--- src/rtl/sba_pkg.sv ---
// Package sba_pkg
// Shared helpers for the shared-buffer admission controller.
// Assumes all counts fit in 32-bit unsigned arithmetic.
package sba_pkg;

    // Smaller of two cell counts.
    function automatic int unsigned cells_min(input int unsigned a, input int unsigned b);
        return (a < b) ? a : b;
    endfunction

endpackage

--- src/rtl/sba_admit.sv ---
// Module sba_admit
// Combinational admission decision for one request. Charges the port's
// unused reserve first and then the free shared pool, and admits the packet
// only when all of its cells fit. Assumes that the counter inputs are the
// current register values.
module sba_admit #(
    parameter int RESERVE_CELLS = 32,
    parameter int POOL_CELLS    = 128,
    parameter int CNT_W         = 9,
    parameter int LEN_W         = 6
) (
    input  logic             req_valid,
    input  logic             port_ok,
    input  logic [LEN_W-1:0] req_len,
    input  logic [CNT_W-1:0] port_res_used,
    input  logic [CNT_W-1:0] pool_used,
    output logic             admit,
    output logic [CNT_W-1:0] take_res,
    output logic [CNT_W-1:0] take_shr
);
    import sba_pkg::*;

    logic [CNT_W:0]   res_free;
    logic [CNT_W:0]   pool_free;
    logic [CNT_W:0]   len_ext;
    logic [CNT_W:0]   room;

    // Free reserve and free pool space, and the total room for this request.
    always_comb begin
        res_free  = (CNT_W+1)'(RESERVE_CELLS) - {1'b0, port_res_used};
        pool_free = (CNT_W+1)'(POOL_CELLS) - {1'b0, pool_used};
        len_ext   = (CNT_W+1)'(req_len);
        room      = res_free + pool_free;
    end

    // Verdict and the split of the packet between reserve and pool.
    always_comb begin
        admit    = req_valid && port_ok && (req_len != '0) && (len_ext <= room);
        take_res = '0;
        take_shr = '0;
        if (admit) begin
            take_res = CNT_W'(cells_min(int'(len_ext), int'(res_free)));
            take_shr = CNT_W'(len_ext) - take_res;
        end
    end

endmodule

--- src/rtl/sba_release_split.sv ---
// Module sba_release_split
// Splits a release between the shared pool and the reserve, taking the
// port's shared-pool cells first. Assumes the release never exceeds the
// port's occupancy.
module sba_release_split #(
    parameter int CNT_W = 9,
    parameter int LEN_W = 6
) (
    input  logic             rel_valid,
    input  logic [LEN_W-1:0] rel_cells,
    input  logic [CNT_W-1:0] port_shr_used,
    output logic [CNT_W-1:0] give_res,
    output logic [CNT_W-1:0] give_shr
);
    import sba_pkg::*;

    logic [CNT_W-1:0] cells_ext;

    // Shared cells go back first and the rest comes from the reserve.
    always_comb begin
        cells_ext = CNT_W'(rel_cells);
        give_shr  = '0;
        give_res  = '0;
        if (rel_valid) begin
            give_shr = CNT_W'(cells_min(int'(cells_ext), int'(port_shr_used)));
            give_res = cells_ext - give_shr;
        end
    end

endmodule

--- src/rtl/sba_port_acct.sv ---
// Module sba_port_acct
// Counters for one port: reserve cells held and shared cells held. Applies an
// enqueue charge and a release credit in the same cycle. Assumes the credits
// never exceed the amounts held.
module sba_port_acct #(
    parameter int RESERVE_CELLS = 32,
    parameter int CNT_W         = 9
) (
    input  logic             clk,
    input  logic             rst_n,
    input  logic             enq_hit,
    input  logic [CNT_W-1:0] take_res,
    input  logic [CNT_W-1:0] take_shr,
    input  logic             rel_hit,
    input  logic [CNT_W-1:0] give_res,
    input  logic [CNT_W-1:0] give_shr,
    output logic [CNT_W-1:0] res_used,
    output logic [CNT_W-1:0] shr_used
);
    logic [CNT_W-1:0] add_res, add_shr, sub_res, sub_shr;

    // Keep only the charges and credits that address this port.
    always_comb begin
        add_res = enq_hit ? take_res : '0;
        add_shr = enq_hit ? take_shr : '0;
        sub_res = rel_hit ? give_res : '0;
        sub_shr = rel_hit ? give_shr : '0;
    end

    // Update both counters with the combined enqueue and release.
    always_ff @(posedge clk) begin
        if (!rst_n) begin
            res_used <= '0;
            shr_used <= '0;
        end else begin
            res_used <= res_used + add_res - sub_res;
            shr_used <= shr_used + add_shr - sub_shr;
        end
    end


    reserve_bound_chk: assert property (@(posedge clk) disable iff (!rst_n)
        res_used <= CNT_W'(RESERVE_CELLS));


    both_applied_chk: assert property (@(posedge clk) disable iff (!rst_n)
        (enq_hit && rel_hit) |=>
        (res_used + shr_used == $past(res_used) + $past(shr_used)
            + $past(take_res) + $past(take_shr) - $past(give_res) - $past(give_shr)));

endmodule

--- src/rtl/sba_pool.sv ---
// Module sba_pool
// Count of shared-pool cells in use across all ports. Assumes that the
// charge and the credit come from the selected ports' splits.
module sba_pool #(
    parameter int POOL_CELLS = 128,
    parameter int CNT_W      = 9
) (
    input  logic             clk,
    input  logic             rst_n,
    input  logic [CNT_W-1:0] add_cells,
    input  logic [CNT_W-1:0] sub_cells,
    output logic [CNT_W-1:0] pool_used
);
    // Net change of the pool occupancy each cycle.
    always_ff @(posedge clk) begin
        if (!rst_n) pool_used <= '0;
        else        pool_used <= pool_used + add_cells - sub_cells;
    end


    pool_bound_chk: assert property (@(posedge clk) disable iff (!rst_n)
        pool_used <= CNT_W'(POOL_CELLS));

endmodule

--- src/rtl/sba_admission_ctrl.sv ---
// Module sba_admission_ctrl
// Admission control for a buffer shared by NUM_PORTS output queues. Each port
// has a reserve of RESERVE_CELLS cells, and the remainder is a pool served
// first come, first served. The verdict is registered one cycle after the
// request. Assumes that a release never exceeds its port's occupancy and
// that the destination port is final when the request is made.
module sba_admission_ctrl #(
    parameter int NUM_PORTS     = 4,
    parameter int TOTAL_CELLS   = 256,
    parameter int RESERVE_CELLS = TOTAL_CELLS / (2 * NUM_PORTS),
    parameter int LEN_W         = 6,
    localparam int PORT_W       = (NUM_PORTS > 1) ? $clog2(NUM_PORTS) : 1,
    localparam int CNT_W        = $clog2(TOTAL_CELLS + 1)
) (
    input  logic                       clk,
    input  logic                       rst_n,
    input  logic                       enq_valid,
    input  logic [PORT_W-1:0]          enq_port,
    input  logic [LEN_W-1:0]           enq_len,
    input  logic                       rel_valid,
    input  logic [PORT_W-1:0]          rel_port,
    input  logic [LEN_W-1:0]           rel_cells,
    output logic                       res_valid,
    output logic                       res_accept,
    output logic [PORT_W-1:0]          res_port,
    output logic [CNT_W-1:0]           res_depth,
    output logic [NUM_PORTS*CNT_W-1:0] occ_flat,
    output logic [CNT_W-1:0]           pool_used
);
    localparam int POOL_CELLS = TOTAL_CELLS - NUM_PORTS * RESERVE_CELLS;

    // Refuse reserves that together exceed the buffer.
    if (NUM_PORTS * RESERVE_CELLS > TOTAL_CELLS) begin : g_bad_cfg
        $error("sba_admission_ctrl: reserves exceed total capacity");
    end

    logic [CNT_W-1:0] res_arr [NUM_PORTS];
    logic [CNT_W-1:0] shr_arr [NUM_PORTS];
    logic             enq_port_ok, rel_port_ok;
    logic [CNT_W-1:0] sel_res, sel_shr, rel_shr_sel;
    logic             admit;
    logic [CNT_W-1:0] take_res, take_shr, give_res, give_shr;

    // Check the port indices and pick the addressed ports' counters.
    always_comb begin
        enq_port_ok = int'(enq_port) < NUM_PORTS;
        rel_port_ok = int'(rel_port) < NUM_PORTS;
        sel_res     = enq_port_ok ? res_arr[enq_port] : '0;
        sel_shr     = enq_port_ok ? shr_arr[enq_port] : '0;
        rel_shr_sel = rel_port_ok ? shr_arr[rel_port] : '0;
    end

    sba_admit #(
        .RESERVE_CELLS(RESERVE_CELLS), .POOL_CELLS(POOL_CELLS),
        .CNT_W(CNT_W), .LEN_W(LEN_W)
    ) u_admit (
        .req_valid    (enq_valid),
        .port_ok      (enq_port_ok),
        .req_len      (enq_len),
        .port_res_used(sel_res),
        .pool_used    (pool_used),
        .admit        (admit),
        .take_res     (take_res),
        .take_shr     (take_shr)
    );

    sba_release_split #(.CNT_W(CNT_W), .LEN_W(LEN_W)) u_rel (
        .rel_valid    (rel_valid && rel_port_ok),
        .rel_cells    (rel_cells),
        .port_shr_used(rel_shr_sel),
        .give_res     (give_res),
        .give_shr     (give_shr)
    );

    for (genvar p = 0; p < NUM_PORTS; p++) begin : g_port
        sba_port_acct #(.RESERVE_CELLS(RESERVE_CELLS), .CNT_W(CNT_W)) u_acct (
            .clk     (clk),
            .rst_n   (rst_n),
            .enq_hit (admit && (int'(enq_port) == p)),
            .take_res(take_res),
            .take_shr(take_shr),
            .rel_hit (rel_valid && (int'(rel_port) == p)),
            .give_res(give_res),
            .give_shr(give_shr),
            .res_used(res_arr[p]),
            .shr_used(shr_arr[p])
        );
        assign occ_flat[p*CNT_W +: CNT_W] = res_arr[p] + shr_arr[p];
    end

    sba_pool #(.POOL_CELLS(POOL_CELLS), .CNT_W(CNT_W)) u_pool (
        .clk      (clk),
        .rst_n    (rst_n),
        .add_cells(take_shr),
        .sub_cells(give_shr),
        .pool_used(pool_used)
    );

    // Register the verdict and the queue depth seen at enqueue.
    always_ff @(posedge clk) begin
        if (!rst_n) begin
            res_valid  <= 1'b0;
            res_accept <= 1'b0;
            res_port   <= '0;
            res_depth  <= '0;
        end else begin
            res_valid  <= enq_valid;
            res_accept <= admit;
            res_port   <= enq_port;
            res_depth  <= sel_res + sel_shr;
        end
    end


    verdict_follows_req_chk: assert property (@(posedge clk) disable iff (!rst_n)
        res_valid |-> $past(enq_valid));


    drop_no_charge_chk: assert property (@(posedge clk) disable iff (!rst_n)
        (res_valid && !res_accept && !$past(rel_valid)) |-> $stable(pool_used));

endmodule

--- config.mk ---
export PLATFORM = sky130hd
export DESIGN_NAME = sba_admission_ctrl
export DESIGN_NICKNAME = d
export VERILOG_FILES = /design/src/rtl/sba_pkg.sv /design/src/rtl/sba_admit.sv /design/src/rtl/sba_release_split.sv /design/src/rtl/sba_port_acct.sv /design/src/rtl/sba_pool.sv /design/src/rtl/sba_admission_ctrl.sv
export SDC_FILE = /design/constraint.sdc
export NUM_CORES = 1
export LEC_CHECK = 0
export ABC_AREA = 1
export BUFFER_PORTS_ARGS = -buffer_cell sky130_fd_sc_hd__buf_2
export CORE_AREA = 10 10 172 174
export DETAILED_ROUTE_END_ITERATION = 10
export DIE_AREA = 0 0 182 184
export SYNTH_ARGS = -nofsm -noshare
export SYNTH_HDL_FRONTEND = slang
export SYNTH_SLANG_ARGS = --single-unit
--- constraint.sdc ---
create_clock -name clk -period 5.8 [get_ports clk]
set_input_delay 0.29 -clock clk [delete_from_list [all_inputs] [get_ports clk]]
set_output_delay 0.29 -clock clk [all_outputs]
set_load 0.01 [all_outputs]
==> results of run 1 <==
## worst min-delay path: stages
cell and delay, ps:
buf_2 100, nand2_1 50, inv_1 50
## synthesized netlist by cell type, drive strengths merged, types with 2 or more instances
library cell / count
inv: 377
nand2: 255
ha: 166
nor2: 152
a21oi: 130
o21ai: 111
dfxtp: 94
nand3: 81
fa: 80
xor2: 46
xnor2: 21
clkbuf: 15
o21bai: 15
nand4: 11
o22ai: 11
nor3: 9
buf: 8
a21boi: 7
a21o: 7
o221ai: 7
a22oi: 6
clkinv: 4
a221oi: 3
conb: 2
o211ai: 2
o21a: 2
o31ai: 2
or3: 2
## per-layer routing
layer	up-vias	share of wire, %
li1	5782	-
met1	5690	42
met2	323	49
met3	70	4.9
met4	0	3.3
met5	-	0
## area by class of cell
type / instances / area (µm²) / area share, %
multi-input combinational: 1149 / 9080 / 59.0
clock inverter: 7 / 73.8 / 0.479
inverter: 381 / 1430 / 9.29
sequential: 94 / 1890 / 12.3
tap: 335 / 419 / 2.72
timing repair buffer: 317 / 2270 / 14.8
clock buffer: 9 / 225 / 1.46
## timing repair
action | CTS | global route
hold buffers | 0 | 0
resized for setup | 77 | 155
setup buffers | 21 | 16
pin swaps | 61 | 104
setup endpoints to repair | 24 | 42
## registers in the layout (all words and copies together), names as in the netlist
signal and flops:
u_pool.pool_used 9, g_port.u_acct.shr_used 36, res_accept 1, res_port 2, res_valid 1, res_depth 9, g_port.u_acct.res_used 36
## metrics by stage
stage | setup WS [ps] | utilization [%] | cell area [µm²] | hold WS (ps)
after floorplan | -1.28 | - | 11800 | 383
after global placement | -397 | 54.2 | 14000 | 508
after detailed placement | -511 | 54.2 | 14000 | 523
after CTS | -36.3 | 56.9 | 14700 | 139
after global routing | -431 | 59.4 | 15400 | 179
final | -130 | 59.4 | 15400 | 146
## cell families (layout without fill, tap and decap cells)
kind of cell,Yosys count,after routing,synth area share [%]
adder cells (fa/ha/maj),246,246,31.6
AO/OA/AOI/OAI,307,307,14.9
flip-flops,94,94,16.2
buffers and inverters,404,714,13.3
other,2,18,0.0645
XOR/XNOR,67,67,5.04
AND/OR/NAND/NOR,511,511,18.9
## worst paths after layout
check                                                   from                            to  slack, ps  cells past startpoint
worst min register to register           u_pool.pool_used[0]           u_pool.pool_used[1]        830                      4
worst min-delay path                               enq_valid                     res_valid        150                      3
worst max register to register  g_port[3].u_acct.res_used[1]  g_port[2].u_acct.shr_used[8]       -130                     39
worst max-delay path            g_port[3].u_acct.res_used[1]  g_port[2].u_acct.shr_used[8]       -130                     39
==> results.cfg, run 1 <==
[yosys]
synth_top_area_cell = ha_1
synth-main-ff-cell = dfxtp_1
synthCells = 1631
synth_area_mm2 = 0.0116
ys_ff_latch = 94
synthArstFlopShare_pct = 0
synth_edf_count = 0
synth_area_leaders = ha_1, dfxtp_1, fa_1, inv_1, nand2_1
seq_area_frac_synth_pct = 16.2
synth.distinct_cells = 45
synth_top_area_share_pct = 17.8
yosysWarnings = 0
syn_avg_cell_area_um2 = 7.14

[clock_tree]
cts_buffers = 9
path_clk_slew_ps = 80
h-tree-depth = 3
cts_num_sinks = 94
cts_root_buf = clkbuf_16
clk_latency_ps = 370
cts_tree = yes
clk_path_buf_depth = 2

[grt]
grt_use_met2_pct = 40.8
grt_overflow = 0
met3_usage_pct = 2.91
grt_max_degree = 83
grtUsageMet1_pct = 27.8
grt_pass1_vias = 11800
grt_pass1_wl_um = 60800
antenna_found_initial = 0
grt_usage_pct = 22.9
busiest_layer = met2

[worst_setup_path]
crit_type = reg -> reg
start_kind = flop
path_delay_family = simple AND/OR/NAND/NOR gates
cp_max_fo = 5
slowest_stage = fa_1
critPathBufInv = 6
slowest_delay_ps = 510
cp_data_required_time_ps = 6060
cp-end-kind = flop
crit_arrival_ps = 6190
critPathMostFrequentCell = nand2_1

[finish]
instances_no_fill = 2292
final_common_cell = inv_1
area.growth.synth_to_final_pct = 32.3
fill_cells = 2388
layout-drive-gt1-share_pct = 28.8
final_cell_mix = inv_1, buf_4, nand2_1
antenna_cells = 0
nets = 2218

[floorplan]
initial_core_util_pct = 44.9
die_w_um = 182
coreArea_mm2 = 0.0259
fp.dieH_um = 184
dieArea_mm2 = 0.0335
ioPinCount = 78
rows = 59

[timing]
rsz0062_at_grt = true
fin_tns_setup_ps = -360
setup_viol = 7
post-route-min-period_ps = 5930
relSlewSlack_pct = 31.3
fin_skew_ps = 13.5
setup_ws_ps = -130
fmax_mhz = 169
period_share_pct = 102
worst_pin_slew_ps = 1030
slew_violations = 0
finalHoldViolCount = 0

[detailed_routing]
drtPass1Iterations = 5
vias = 11900
drc_errors = 0
routedWlPerCell_um = 17.1
drt_iter0_markers = 680
drt_wl_total_um = 39200
drtAntennaViolNets = 0
vias_per_cell = 5.18

[outcome]
outcome = finished, violations left
violations = negative setup slack

[placement]
dp_hpwl_um = 31700
dpl.cell_count = 2240
place.gp.congestion = 0.943
port_buffers = 77

[hold_path]
min_path_type = in -> reg

[flow_run]
maxCapViolCount = 0
Power of run 1 is not shown: default switching activity piles up to over one toggle a cycle in this logic, so the estimate is an artifact.
==> run 2, diff against run 1 <==
- CORE_AREA: 10 10 172 174 -> 10 10 182 184
- DIE_AREA: 0 0 182 184 -> 0 0 192 194
==> run 2 against run 1 <==
  * Clock-buffer cell count increased by 3
  * Non-clock buffer count increased by 13
  * First-iteration DRC count increased by 18%
  * Largest cell class unchanged
  * Setup slack worse by 52 ps
  * The flow still finishes with violations (negative setup slack)
  * Flip-flop and latch count is the same
==> results.cfg, run 2 (synthesis results as in run 1) <==
[outcome]
outcome = finished, violations left
violations = negative setup slack

[worst_setup_path]
crit_arrival_ps = 6250
start_kind = flop
crit_type = reg -> reg
slowest_delay_ps = 500
cp-end-kind = flop
critPathMostFrequentCell = nand2_1
cp_max_fo = 5
slowest_stage = fa_1
cp_data_required_time_ps = 6070

[floorplan]
coreArea_mm2 = 0.0294
initial_core_util_pct = 39.6
fp.dieH_um = 194
ioPinCount = 78
dieArea_mm2 = 0.0372
die_w_um = 192
rows = 63

[timing]
setup_viol = 14
setup_ws_ps = -182
fin_skew_ps = 18.8
slew_violations = 0
rsz0062_at_grt = true
worst_pin_slew_ps = 991
period_share_pct = 103
fmax_mhz = 167
finalHoldViolCount = 0
relSlewSlack_pct = 33.9
post-route-min-period_ps = 5980

[clock_tree]
cts_tree = yes
ctsHoldBuffers = 0
clk_latency_ps = 380
h-tree-depth = 3
cts_num_sinks = 94
cts_root_buf = clkbuf_16
cts_buffers = 9
clk_path_buf_depth = 2
path_clk_slew_ps = 70

[detailed_routing]
routedWlPerCell_um = 17.1
vias = 11800
drt_wl_total_um = 40400
vias_per_cell = 5.00
drc_errors = 0
drt_iter0_markers = 802
drtPass1Iterations = 6
drtAntennaViolNets = 0

[placement]
dpl.cell_count = 2292
port_buffers = 77
place.gp.congestion = 0.933
dp_hpwl_um = 32600
pre_cts_ws_ps = -597

[finish]
final_common_cell = inv_1
nets = 2231
layout-drive-gt1-share_pct = 28.9
final_cell_mix = inv_1, buf_4, nand2_1
utilization_pct = 53.0
area.growth.synth_to_final_pct = 33.8
antenna_cells = 0
instances_no_fill = 2360
reg_top3 = g_port.u_acct.res_used (36), g_port.u_acct.shr_used (36)
fill_cells = 2807

[hold_path]
min_path_type = in -> reg

[grt]
antenna_found_initial = 0
grt_max_degree = 83
grt_overflow = 0
grt_pass1_vias = 11900
grt_pass1_wl_um = 62400
grt_usage_pct = 21.3

[flow_run]
maxCapViolCount = 0
## run 2: cell types whose count changed in the layout (fill, tap and decap cells not counted), sizes merged
cell,before,now
buf,317,330
bufinv,1,0
clkbuf,9,12
clkinvlp,1,0
inv,378,377
## run 2: critical path, delay by kind of cell (launching register included)
| kind | cells | cell delay [ps] |
|---|---|---|
| flip-flops | 1 | 340 |
| AO/OA/AOI/OAI | 3 | 400 |
| XOR/XNOR | 2 | 270 |
| AND/OR/NAND/NOR | 22 | 2230 |
| adder cells (fa/ha/maj) | 6 | 2010 |
| buffers and inverters | 7 | 600 |
## run 2: metal layers
layer  global-route usage (%)  wire length [µm]
met1                     26.2             16800
met2                     37.3             20000
met3                     2.48              2060
met4                     7.73              1540
met5                        0                 0
## run 2: timing repair
action	in CTS	in global routing
pin swaps	75	118
setup buffers	25	27
endpoints found under the setup margin	25	49
gates resized for setup	102	123
cloned	0	0
## run 2: final cells by class
cell class / count / area, µm² / share of cell area, %
clock buffers: 12 / 256 / 1.65
clock inverters: 4 / 31.3 / 0.201
inverters: 381 / 1430 / 9.18
multi-input cells: 1149 / 9100 / 58.4
flip-flops and latches: 94 / 1890 / 12.1
well taps: 390 / 488 / 3.13
repair buffers: 330 / 2380 / 15.3
## run 2: metrics by stage
step / area [µm²] / TNS (ps) / hold WS, ps
after detailed placement: 14100 / -11900 / 521
after global routing: 15600 / -8890 / 160
final: 15600 / -726 / 155
after floorplan: 11800 / -1.28 / 383
after CTS: 14900 / -295 / 143
after global placement: 14100 / -7050 / 520
## run 2: path summary, 6_finish.rpt
path                            depth (start not counted)                            to  slack, ps                         start
worst max register to register                         40  g_port[1].u_acct.shr_used[8]       -180  g_port[0].u_acct.res_used[0]
worst min register to register                          4  g_port[0].u_acct.res_used[8]        830  g_port[0].u_acct.res_used[8]
worst min-delay path                                    3                     res_valid        150                     enq_valid
worst max-delay path                                   40  g_port[1].u_acct.shr_used[8]       -180  g_port[0].u_acct.res_used[0]
Power of run 2 is left out for the same reason.
==> run 3, diff against run 2 <==
- CORE_AREA: 10 10 182 184 -> 10 10 199 201
- DIE_AREA: 0 0 192 194 -> 0 0 209 211
- SYNTH_HIERARCHICAL: not set -> 1
==> run 3 against run 2 <==
  * Clock skew shrank 3.3 ps
  * Register-to-register slack gained 400 ps
  * First-iteration DRC count grew 46%
  * Critical path depth shrank 3
  * Global-route usage shrank 0.095 points
  * Area after synthesis grew 21%
  * Cell count grew 23%
  * Synthesized cell count grew 36%
  * Non-clock buffer count shrank 89
  * Sequential share of layout area shrank 0.94 points
  * The flow now finishes without violations
==> results.cfg, run 3 <==
[outcome]
outcome = finished clean

[yosys]
synthSimpleGateAreaFrac_pct = 32.5
synthAdderAreaFrac_pct = 26.1
synthArstFlopShare_pct = 0
ys_ff_latch = 94
yosysWarnings = 6
synth_area_leaders = nand2_1, ha_1, inv_1, dfxtp_1, fa_1
synth-main-ff-cell = dfxtp_1
synthCells = 2223
synthTopCellsByCount = nand2_1, inv_1, ha_1, nor2_1, nand3_1
synth_compound_area_share_pct = 7.70
seq_area_frac_synth_pct = 13.4
synth.distinct_cells = 47
syn_avg_cell_area_um2 = 6.34
synth_top_area_cell = nand2_1
synth_area_mm2 = 0.0141
synth_xor_area_share_pct = 2.92
synth_top_area_share_pct = 16.7
synthMuxAreaShare_pct = 0
synth_top_family_by_area = simple AND/OR/NAND/NOR gates
synth.most_common_cell = nand2_1
synth_edf_count = 0

[hold_path]
min_path_type = in -> reg
hold_depth = 3

[floorplan]
ioPinCount = 78
die_w_um = 209
dieArea_mm2 = 0.0441
fp.dieH_um = 211
rows = 69
initial_core_util_pct = 39.8
coreArea_mm2 = 0.0354

[power_and_ir_drop]
cellLeakagePower_nw = 10.1
irDropWorstVdd_uv = 497
p_total_mw = 11.6
powerDensity_mw_per_mm2 = 685

[clock_tree]
cts_tree = yes
cts_buffers = 9
cts_num_sinks = 94
cts_root_buf = clkbuf_16
path_clk_slew_ps = 80
ctsHoldBuffers = 0
clk_path_buf_depth = 2
clk_latency_ps = 390
h-tree-depth = 3

[finish]
nets = 2704
antenna_cells = 0
utilization_pct = 47.7
final_cell_mix = nand2_1, inv_1, nor2_1
reg_top3 = g_port.u_acct/res_used (36), g_port.u_acct/shr_used (36)
layout-drive-gt1-share_pct = 17.9
final_common_cell = nand2_1
fill_cells = 3674
area.growth.synth_to_final_pct = 19.7

[worst_setup_path]
critPathBufInv = 8
crit_cells = 37
critPathMostFrequentCell = nand2_1
slowest_stage = fa_1
crit_arrival_ps = 5870
slowest_delay_ps = 470
ff2ff_path_depth = 37
start_kind = flop
crit_type = reg -> reg
path_delay_family = simple AND/OR/NAND/NOR gates
cp_data_required_time_ps = 6090
cp-end-kind = flop
cp_max_fo = 5

[detailed_routing]
drc_errors = 0
drt_iter0_markers = 1172
vias = 14100
drtPass1Iterations = 6
routedWlPerCell_um = 16.5
drtAntennaViolNets = 0
vias_per_cell = 4.87
drt_wl_total_um = 47800

[grt]
grt_pass1_vias = 13300
grt_overflow = 0
grt_usage_pct = 21.3
grt_pass1_wl_um = 73500
antenna_found_initial = 1
grt_max_degree = 55

[timing]
fin_skew_ps = 15.5
finalHoldViolCount = 0
post-route-min-period_ps = 5590
slew_violations = 0
relSlewSlack_pct = 43.9
worst_pin_slew_ps = 842
fmax_mhz = 179
rsz0062_at_grt = true
setup_ws_ps = 214
period_share_pct = 96.3
setup_viol = 0
whs_ps = 134
fin_tns_setup_ps = 0

[flow_run]
maxCapViolCount = 0

[placement]
place.gp.congestion = 1.00
port_buffers = 77
pre_cts_ws_ps = -77.2
dp_hpwl_um = 39100
## run 3: final timing paths
path / from / to / slack, ps
hold / removal: enq_valid / res_valid / 130
setup reg to reg: g_port[1].u_acct/res_used[2] / g_port[0].u_acct/shr_used[8] / 210
hold reg to reg: u_pool/pool_used[0] / u_pool/pool_used[0] / 640
setup / recovery: g_port[1].u_acct/res_used[2] / g_port[0].u_acct/shr_used[8] / 210
## run 3: worst reg2reg max path: cells and delay by family, from the launching register on
kind                       cells  cell delay, ps
buffers and inverters          8             760
adders and majority gates      5            1610
and+or+nand+nor               19            1890
DFF                            1             380
AOI/OAI and AO/OA              3             490
xor gates and xnor gates       2             340
## run 3: area by class of cell
class                           instances  area, µm²  share of cell area, %
Sequential cell                        94       1890                   11.2
Tap cell                              461        577                   3.42
Timing Repair Buffer                  241       1740                   10.3
Inverter                              564       2120                   12.6
Clock inverter                          5       60.1                  0.356
Multi-Input combinational cell       1528      10200                   60.7
Clock buffer                           10        239                   1.42
## run 3: kinds of logic after synthesis
group / Yosys count
simple gates: 1046
buf+inv: 605
fa+ha+maj: 246
compound gates: 182
flops: 94
xor+xnor: 47
other cells: 3
## run 3: routing by layer
| metal | vias up | GRT usage, % | routed length, µm |
|---|---|---|---|
| met1 | 6516 | 28.7 | 22000 |
| met2 | 410 | 34.7 | 21700 |
| met5 | - | 0 | 0 |
| met4 | 0 | 6.90 | 1310 |
| li1 | 7127 | - | - |
| met3 | 74 | 2.35 | 2790 |
## run 3: where the power goes
part	total, mW	leakage (nW)	switching (mW)	internal (mW)
Combinational	9.58	9.13	5.53	4.05
Sequential	1.33	0.781	0.413	0.914
Clock	0.654	0.145	0.309	0.345
Total	11.6	10.1	6.25	5.31
## run 3: repair_timing
| item | CTS | global route |
|---|---|---|
| setup buffers | 0 | 10 |
| endpoints found under the setup margin | 0 | 68 |
| gates resized for setup | 0 | 92 |
## run 3: stage by stage
step,cells,cell area [µm²]
after floorplan,2227,14100
after global placement,2876,16000
after detailed placement,2876,16000
after global routing,2903,16900
final,2903,16900
after CTS,2891,16300
(Power assumes the default switching activity.)
